## src/rtl/pci_claim_pkg.sv

```systemverilog
`timescale 1ns/1ps
package pci_claim_pkg;

  typedef enum logic [2:0] {
    CS_IDLE,
    CS_SUBWAIT,
    CS_PASS,
    CS_TURN,
    CS_DATA,
    CS_DROP
  } claim_st_t;

  // memory read 0110 / memory write 0111
  function automatic logic is_mem_cmd(input logic [3:0] cmd);
    return (cmd[3:1] == 3'b011);
  endfunction

  // read-type commands have bit 0 clear
  function automatic logic is_rd_cmd(input logic [3:0] cmd);
    return ~cmd[0];
  endfunction

  // PAR value giving an even count of ones over data, enables and PAR
  function automatic logic even_par(input logic [31:0] d, input logic [3:0] be);
    return ^{d, be};
  endfunction

endpackage

```

## src/rtl/pci_addr_match.sv

```systemverilog
`timescale 1ns/1ps
module pci_addr_match #(
  parameter int ADDR_W  = 32,
  parameter int WIN_LSB = 20,
  localparam int TAG_W  = ADDR_W - WIN_LSB
) (
  input  logic [TAG_W-1:0] addr_tag,
  input  logic [3:0]       cmd,
  input  logic [TAG_W-1:0] base_tag,
  output logic             hit,
  output logic             rd_kind
);
  import pci_claim_pkg::*;

  logic tag_eq;

  assign tag_eq  = (addr_tag == base_tag);
  assign hit     = tag_eq && is_mem_cmd(cmd);
  assign rd_kind = is_rd_cmd(cmd);
endmodule

```

## src/rtl/pci_claim_seq.sv

```systemverilog
`timescale 1ns/1ps
module pci_claim_seq #(
  parameter int SUB_DELAY = 4,
  localparam int CW = (SUB_DELAY > 2) ? $clog2(SUB_DELAY) : 1
) (
  input  logic clk,
  input  logic rst_n,
  input  logic frame_n,
  input  logic irdy_n,
  input  logic devsel_in_n,
  input  logic sub_en,
  input  logic hit,
  input  logic rd_kind,
  output logic devsel_n,
  output logic devsel_oe,
  output logic trdy_n,
  output logic trdy_oe,
  output logic ad_oe,
  output logic rd_phase_done,
  output logic start_ev,
  output logic fast_claim_ev,
  output logic yield_ev
);
  import pci_claim_pkg::*;

  localparam logic [CW-1:0] LAST_WAIT = CW'(SUB_DELAY - 2);

  claim_st_t      st_q, st_d;
  logic [CW-1:0]  wait_q, wait_d;
  logic           frame_q;
  logic           rd_q, rd_d;
  logic           phase_done;

  assign start_ev      = (st_q == CS_IDLE) && frame_q && !frame_n;
  assign fast_claim_ev = start_ev && hit;
  assign yield_ev      = (st_q == CS_SUBWAIT) && !devsel_in_n;
  assign phase_done    = (st_q == CS_DATA) && !irdy_n;
  assign rd_phase_done = phase_done && rd_q;

  always_comb begin
    st_d   = st_q;
    wait_d = wait_q;
    rd_d   = rd_q;
    unique case (st_q)
      CS_IDLE: begin
        if (start_ev) begin
          rd_d   = rd_kind;
          wait_d = '0;
          if (hit)         st_d = CS_TURN;
          else if (sub_en) st_d = CS_SUBWAIT;
          else             st_d = CS_PASS;
        end
      end
      CS_SUBWAIT: begin
        if (yield_ev)                 st_d = CS_PASS;
        else if (wait_q == LAST_WAIT) st_d = CS_TURN;
        else                          wait_d = wait_q + 1'b1;
      end
      CS_PASS: begin
        if (frame_n && irdy_n) st_d = CS_IDLE;
      end
      CS_TURN: st_d = CS_DATA;
      CS_DATA: begin
        if (phase_done && frame_n) st_d = CS_DROP;
      end
      CS_DROP: st_d = CS_IDLE;
      default: st_d = CS_IDLE;
    endcase
  end

  always_ff @(posedge clk or negedge rst_n) begin
    if (!rst_n) begin
      st_q    <= CS_IDLE;
      wait_q  <= '0;
      frame_q <= 1'b1;
      rd_q    <= 1'b0;
    end else begin
      st_q    <= st_d;
      wait_q  <= wait_d;
      frame_q <= frame_n;
      rd_q    <= rd_d;
    end
  end

  // strobes are decoded from the registered state only
  assign devsel_n  = !((st_q == CS_TURN) || (st_q == CS_DATA));
  assign trdy_n    = !(st_q == CS_DATA);
  assign devsel_oe = (st_q == CS_TURN) || (st_q == CS_DATA) || (st_q == CS_DROP);
  assign trdy_oe   = devsel_oe;
  assign ad_oe     = rd_q && (st_q == CS_DATA);
endmodule

```

## src/rtl/pci_par_gen.sv

```systemverilog
`timescale 1ns/1ps
module pci_par_gen (
  input  logic        clk,
  input  logic        rst_n,
  input  logic        load,
  input  logic [31:0] ad,
  input  logic [3:0]  cbe_n,
  output logic        par_out,
  output logic        par_oe
);
  import pci_claim_pkg::*;

  always_ff @(posedge clk or negedge rst_n) begin
    if (!rst_n) begin
      par_out <= 1'b0;
      par_oe  <= 1'b0;
    end else begin
      par_oe <= load;
      if (load) par_out <= even_par(ad, cbe_n);
    end
  end
endmodule

```

## src/rtl/pci_tgt_claim.sv

```systemverilog
`timescale 1ns/1ps
module pci_tgt_claim #(
  parameter int ADDR_W    = 32,
  parameter int WIN_LSB   = 20,
  parameter int SUB_DELAY = 4,
  localparam int TAG_W    = ADDR_W - WIN_LSB
) (
  input  logic              clk,
  input  logic              rst_n,
  input  logic              frame_n,
  input  logic              irdy_n,
  input  logic [3:0]        cbe_n,
  input  logic [ADDR_W-1:0] ad_in,
  input  logic              devsel_in_n,
  input  logic              sub_en,
  input  logic [TAG_W-1:0]  win_base,
  input  logic [ADDR_W-1:0] rd_data,
  output logic              devsel_n,
  output logic              devsel_oe,
  output logic              trdy_n,
  output logic              trdy_oe,
  output logic [ADDR_W-1:0] ad_out,
  output logic              ad_oe,
  output logic              par_out,
  output logic              par_oe
);
  logic hit, rd_kind, rd_phase_done;
  logic start_ev, fast_claim_ev, yield_ev;

  pci_addr_match #(.ADDR_W(ADDR_W), .WIN_LSB(WIN_LSB)) u_match (
    .addr_tag (ad_in[ADDR_W-1:WIN_LSB]),
    .cmd      (cbe_n),
    .base_tag (win_base),
    .hit      (hit),
    .rd_kind  (rd_kind)
  );

  pci_claim_seq #(.SUB_DELAY(SUB_DELAY)) u_seq (
    .clk           (clk),
    .rst_n         (rst_n),
    .frame_n       (frame_n),
    .irdy_n        (irdy_n),
    .devsel_in_n   (devsel_in_n),
    .sub_en        (sub_en),
    .hit           (hit),
    .rd_kind       (rd_kind),
    .devsel_n      (devsel_n),
    .devsel_oe     (devsel_oe),
    .trdy_n        (trdy_n),
    .trdy_oe       (trdy_oe),
    .ad_oe         (ad_oe),
    .rd_phase_done (rd_phase_done),
    .start_ev      (start_ev),
    .fast_claim_ev (fast_claim_ev),
    .yield_ev      (yield_ev)
  );

  pci_par_gen u_par (
    .clk     (clk),
    .rst_n   (rst_n),
    .load    (rd_phase_done),
    .ad      (ad_in[31:0]),
    .cbe_n   (cbe_n),
    .par_out (par_out),
    .par_oe  (par_oe)
  );

  assign ad_out = rd_data;
endmodule

```

## config.mk

```make
export PLATFORM = sky130hd
export DESIGN_NAME = pci_tgt_claim
export DESIGN_NICKNAME = d
export VERILOG_FILES = /design/src/rtl/pci_claim_pkg.sv /design/src/rtl/pci_addr_match.sv /design/src/rtl/pci_claim_seq.sv /design/src/rtl/pci_par_gen.sv /design/src/rtl/pci_tgt_claim.sv
export SDC_FILE = /design/constraint.sdc
export NUM_CORES = 1
export LEC_CHECK = 0
export BUFFER_PORTS_ARGS = -buffer_cell sky130_fd_sc_hd__buf_2
export CORE_ASPECT_RATIO = 0.5
export CORE_UTILIZATION = 35
export CTS_BUF_LIST = sky130_fd_sc_hd__clkbuf_16
export CTS_CLUSTER_DIAMETER = 80
export DETAILED_ROUTE_END_ITERATION = 8
export PLACE_DENSITY = 0.87
export REMOVE_ABC_BUFFERS = 1
export SETUP_SLACK_MARGIN = 0.2
export SLEW_MARGIN = 0
export SYNTH_ARGS = -nofsm -noshare
export SYNTH_HDL_FRONTEND = slang
export SYNTH_SLANG_ARGS = --single-unit
```

## constraint.sdc

```tcl
create_clock -name clk -period 2 [get_ports clk]
set_input_delay 0.4 -clock clk [delete_from_list [all_inputs] [get_ports clk]]
set_output_delay 0.4 -clock clk [all_outputs]
set_load 0.03 [all_outputs]
```

==> metrics.yaml, run 1 <==
status: "complete, no violations"
synthTopCellsByArea: "xnor2_1, buf_4, dfrtp_1, nand2_1, xor2_1"
cts.clk_slew.worst_paths_ns: 0.04
tightest_slew_ns: 0.433
hpwl_mm: 3.25
p_leak_nw: 0.629
critPathArrivalTime_ns: 1.38
crit_chain: "nand2b_4, nor2_2, and2_1, buf_2"
synth_cell_types: 26
final_cell_area_um2: 1380
slowest_stage: "dfrtp_2"
grt_overflow: 0
numCtsBuffers: 3
worstPathRequired_ns: 1.60
crit_path_start: "u_seq.st_q[1]$_DFFE_PN0P_"
seqPwrFrac_pct: 24.2
finalSetupViolCount: 0
drive_gt1_share_pct: 46.3
initial_core_util_pct: 37.3
synth_edf_count: 0
grtUsageTotal_pct: 23.5
die_h_um: 42.3
synth-seq-cells: 9
p_sw_mw: 0.478
switching_share_pct: 36.4
final.setup.tns_ns: 0
end_kind: "output port"
criticalPathCategory: "flip-flop to output port"
maxUsedRoutingLayer: "met5"
netlist_area_um2: 1140
drtPass1Iterations: 4
dp_slack_ns: 0.0652
p_int_mw: 0.834
crit_path_start_kind: "flip-flop"
core-area_um2: 3050
cp-endpoint: "ad_oe"
insertion_delay_ns: 0.23
critPathMaxStageDelay_ns: 0.46
stdcell_count: 202
layout_min_cycle_time_ns: 1.78
grt_pass1_wl_mm: 5.49
power_frac_clock_pct: 27.0
drtIter0Drc: 98
cts_tree: "yes"
met1_length_mm: 1.57
layout.nets: 250
rsz0062_at_grt: "yes"
num_vias: 1019
finClkSkew_ns: 0.000854
post-route-drc-count: 0
cp.depth: 4
dieArea_um2: 3490
maxSlewHeadroom_pct: 70.9
slew_violations: 0
yosys_warnings: 0
finalHoldViolations: 0
fmax_mhz: 561
place_area_um2: 1250
reg2reg_slack_ns: 0.28
yosysSeqAreaShare_pct: 19.9
grt_pass1_vias: 1050
ir_drop_mv: 0.374
wl_met2_mm: 1.70
comb_power_share_pct: 48.8
netlist_instances: 129
dp_cells: 197
clock-sinks: 9
place.gp.congestion: 0.876
powerDensity_nw_per_um2: 952
worstPathMaxFanout: 7
wl_per_cell_um: 19.8
yosysTopAreaCellShare_pct: 31.6
num-fill-cells: 279
final.setup.worst_slack_ns: 0.219
cp_num_buf_inv: 1
antenna_left: 0
synth_top_area_cell: "xnor2_1"
reg2reg_depth: 6
finalCritPeriodShare_pct: 89.1
ys.flop_type: "dfrtp_1"
htreeDepth: 1
num_rows: 14
dr_wl_met3_um: 627
antenna_found_initial: 0
synth_common_cells: "xnor2_1, buf_4, nand2_1, dfrtp_1, xor2_1"
port_buffers: 60
r2r-start: "u_seq.st_q[2]$_DFFE_PN0P_"
cts_buffer_depth: 2
maxCapViolations: 0
async_reset_ff_share_pct: 100
cp_top_family: "simple AND/OR/NAND/NOR gates"
p_total_mw: 1.31
cts-root-buf: "clkbuf_16"
pin_count: 125
yosysMostFrequentCell: "xnor2_1"
drt_wl_total_mm: 4.00
die_x_um: 82.6
viasPerCell: 5.04
worst_r2r_endpoint: "u_seq.st_q[1]$_DFFE_PN0P_"
hold_path.class: "input port to asynchronous set/reset pin"
grt_max_degree: 10
diodes: 0
area_growth_pct: 21.3
synth.avg_cell_area_um2: 8.81
## flip-flops by register name, summed over array words and instances (netlist names)
signal / flops
u_seq.frame_q: 1
u_par.par_out: 1
u_seq.st_q: 3
u_seq.wait_q: 2
u_seq.rd_q: 1
u_par.par_oe: 1
## worst min-delay path by stage
stage | slack (ns) | startpoint | end | cells past startpoint
detailed placement | 0.27 | rst_n | u_seq.st_q[2]$_DFFE_PN0P_ | 1
global placement | 0.26 | rst_n | u_seq.st_q[2]$_DFFE_PN0P_ | 1
finish | 0.01 | rst_n | u_seq.st_q[2]$_DFFE_PN0P_ | 1
global route | 0.02 | rst_n | u_seq.st_q[0]$_DFFE_PN0P_ | 1
floorplan | 0.10 | rst_n | u_par.par_oe$_DFF_PN0_ | 0
CTS | 0.02 | rst_n | u_seq.st_q[2]$_DFFE_PN0P_ | 1
## power by group through the flow
stage | Sequential (mW) | Combinational [mW] | Clock (mW)
after global routing | 0.323 | 0.695 | 0.364
after global placement | 0.290 | 0.554 | 0
after detailed placement | 0.294 | 0.574 | 0
after floorplan | 0.298 | 0.396 | 0
final | 0.318 | 0.640 | 0.354
after CTS | 0.299 | 0.589 | 0.354
## final cells by class
cell class	instances	area, um^2	area share (%)
Multi-Input combinational cell	84	691	50.1
Timing Repair Buffer	62	319	23.2
Sequential cell	9	228	16.5
Clock buffer	3	75.1	5.45
Tap cell	40	50.0	3.63
Inverter	3	11.3	0.817
Clock inverter	1	3.75	0.272
## cell usage in the layout, fill, tap and decap left out, types with 2 or more instances in the layout
cell type / count
xnor2_1: 41
nand2b_1: 2
xor2_1: 4
buf_2: 60
and2_1: 2
o21ai_0: 3
nand2_1: 10
nand4_1: 2
clkbuf_16: 3
inv_1: 4
dfrtp_1: 7
## per-layer routing
metal	track usage [%]	vias to the layer above
met1	25.4	481
li1	-	450
met4	1.72	2
met2	33.9	74
met5	16.7	-
met3	21.1	12
## per-stage QoR
stage | hold WS [ns] | util, %
after floorplan | 0.104 | -
after global placement | 0.262 | 40.9
after detailed placement | 0.267 | 40.9
after CTS | 0.0215 | 43.7
after global routing | 0.0234 | 45.2
final | 0.0138 | 45.2
## cells by family (layout without fill, tap and decap cells)
kind of cell | Yosys count | count (layout) | share of synthesized area [%]
buffers and inverters | 36 | 69 | 22.8
and+or+nand+nor | 30 | 30 | 15.1
DFF | 9 | 9 | 19.9
AOI/OAI and AO/OA | 6 | 6 | 3.41
adders and majority gates | 1 | 1 | 1.10
muxes | 1 | 1 | 0.991
xor gates and xnor gates | 46 | 46 | 36.7
## what timing repair did
item / 4_1_cts / 5_1_grt
buffers inserted: 0 / 1
hold buffers: 0 / 0
hold endpoints to repair: 0 / 0
pin swaps: 0 / 1
resized for setup: 2 / 8
setup endpoints to repair: 1 / 3
Power figures use the tool's default switching activity.
==> inputs of run 2 (changes only) <==
- clock period: 2 -> 1.7 ns (I/O delays scaled with it)
==> run 2 against run 1 <==
The run now ends with negative setup slack left. Cell count rose by 16%. Register-to-register slack got worse by 0.29 ns. Critical path depth increased by 3. Sequential share of layout area fell by 5.0 points. Combinational power increased by 120%. Critical endpoint is now u_par.par_out$_DFFE_PN0P_. Sequential cell count stayed put. Design area rose by 43%. Clock skew increased by 0.0019 ns. Worst setup slack got worse by 0.29 ns. Via count is 25% higher.
==> metrics.yaml, run 2 (synthesis gave the netlist of run 1 again) <==
grt_overflow: 0
comb_power_share_pct: 63.0
final_cell_area_um2: 1970
critPathArrivalTime_ns: 1.89
finalSetupViolCount: 4
finalCritPeriodShare_pct: 104
end_kind: "flip-flop"
cts_tree: "yes"
grt_pass1_vias: 1354
worstPathRequired_ns: 1.82
diodes: 0
wl_per_cell_um: 24.2
largest_reg_flops: 3
drt_wl_total_mm: 5.68
cts-root-buf: "clkbuf_16"
power_frac_clock_pct: 19.7
switching_share_pct: 37.3
num_vias: 1277
stdcell_count: 235
drtIter0Drc: 98
initial_core_util_pct: 37.3
finalHoldViolations: 0
cp_num_buf_inv: 1
slowest_stage: "xnor3_1"
maxCapViolations: 0
status: "finished with violations"
htreeDepth: 1
violations: "negative setup slack"
ir_drop_mv: 0.868
grt_max_degree: 10
top_register: "u_seq.st_q"
worstPathMaxFanout: 2
dp_cells: 209
num_rows: 14
layout_common_cells: "buf_2, xnor2_1, buf_6, buf_4, xnor2_2"
layout_min_cycle_time_ns: 1.77
seqPwrFrac_pct: 17.3
cts.clk_slew.worst_paths_ns: 0.04
grt_pass1_wl_mm: 7.67
crit_chain: "buf_2, xnor2_2, xnor2_1, xnor2_2, xnor3_1, xnor2_1, mux2_4"
crit_path_start_kind: "input port"
antenna_found_initial: 0
grtUsageTotal_pct: 33.0
critPathMaxStageDelay_ns: 0.39
layout.nets: 283
powerDensity_nw_per_um2: 1120
cts_buffer_depth: 2
hpwl_mm: 3.45
fmax_mhz: 565
drive_gt1_share_pct: 69.7
core-area_um2: 3050
antenna_left: 0
p_sw_mw: 0.822
largestRegisters: "u_seq.st_q x3, u_seq.wait_q x2"
tightest_slew_ns: 0.379
die_x_um: 82.6
drtPass1Iterations: 4
p_leak_nw: 0.931
clock-sinks: 9
place_area_um2: 1340
finClkSkew_ns: 0.00277
insertion_delay_ns: 0.25
criticalPathCategory: "input port to flip-flop"
viasPerCell: 5.43
post-route-drc-count: 0
numCtsBuffers: 3
final_common_cell: "buf_2"
rsz0062_at_grt: "yes"
num-fill-cells: 212
hold_path.class: "input port to flip-flop"
port_buffers: 60
place.gp.congestion: 0.890
pin_count: 125
p_int_mw: 1.38
area_growth_pct: 73.6
final.setup.worst_slack_ns: -0.0702
slew_violations: 0
maxSlewHeadroom_pct: 74.4
die_h_um: 42.3
dieArea_um2: 3490
cp_top_family: "XOR/XNOR gates"
## run 2: changes by cell type in the layout (fill, tap and decap cells not counted), moves of 3 or more
cell,change
o21ai_0,-3
xnor2_1,-12
nand2_1,-5
nand2_2,+4
xnor2_2,+11
buf_4,+19
buf_6,+25
buf_2,-14
## run 2: cell type report
type / instances / area [um^2] / area share (%)
inverters: 3 / 11.3 / 0.571
clock inverters: 1 / 3.75 / 0.190
flip-flops and latches: 9 / 228 / 11.5
well taps: 40 / 50.0 / 2.54
clock buffers: 3 / 75.1 / 3.81
repair buffers: 95 / 718 / 36.4
multi-input cells: 84 / 886 / 44.9
## run 2: per-layer routing
metal | part of all wire (%) | GRT usage [%] | vias up
met5 | 0.88 | 16.7 | -
met4 | 2.7 | 14.1 | 2
met3 | 14 | 23.3 | 22
met2 | 41 | 44.6 | 101
met1 | 41 | 38.2 | 632
li1 | - | - | 520
## run 2: final timing paths
check / slack [ns] / depth (start not counted) / end / from
setup / recovery: -0.07 / 7 / u_par.par_out$_DFFE_PN0P_ / cbe_n[2]
hold / removal: 0.30 / 2 / u_seq.rd_q$_DFFE_PN0P_ / cbe_n[0]
setup reg to reg: -0.01 / 12 / u_seq.st_q[2]$_DFFE_PN0P_ / u_seq.st_q[2]$_DFFE_PN0P_
hold reg to reg: 0.53 / 1 / u_par.par_out$_DFFE_PN0P_ / u_par.par_out$_DFFE_PN0P_
max in group asynchronous: 0.93 / 2 / u_seq.frame_q$_DFF_PN1_ / rst_n
min in group asynchronous: 0.51 / 2 / u_seq.st_q[2]$_DFFE_PN0P_ / rst_n
## run 2: stage by stage
step / worst slack, ns / power (mW) / TNS [ns] / util (%) / hold slack, ns
after global placement: -0.166 / 1.02 / -0.366 / 43.8 / 0.201
after floorplan: 0.00245 / 0.816 / 0 / - / 0.0444
final: -0.0702 / 2.21 / -0.169 / 64.7 / 0.304
after global routing: -0.0705 / 2.28 / -0.193 / 64.7 / 0.319
after detailed placement: -0.229 / 1.06 / -0.559 / 43.8 / 0.207
after CTS: 0.0351 / 1.79 / 0 / 56.8 / 0.329
## run 2: power groups by stage
stage	clock network, mW	logic (mW)	registers [mW]
2_1_floorplan	0	0.466	0.350
5_1_grt	0.454	1.44	0.382
6_report	0.435	1.39	0.381
3_3_place_gp	0	0.692	0.331
3_5_place_dp	0	0.728	0.336
4_1_cts	0.422	1.02	0.355
## run 2: repair_timing
item	CTS	global route
pin swaps	15	16
setup buffers	11	10
endpoints found under the setup margin	10	11
hold buffers	1	0
hold endpoints to repair	8	0
gates resized for setup	53	31
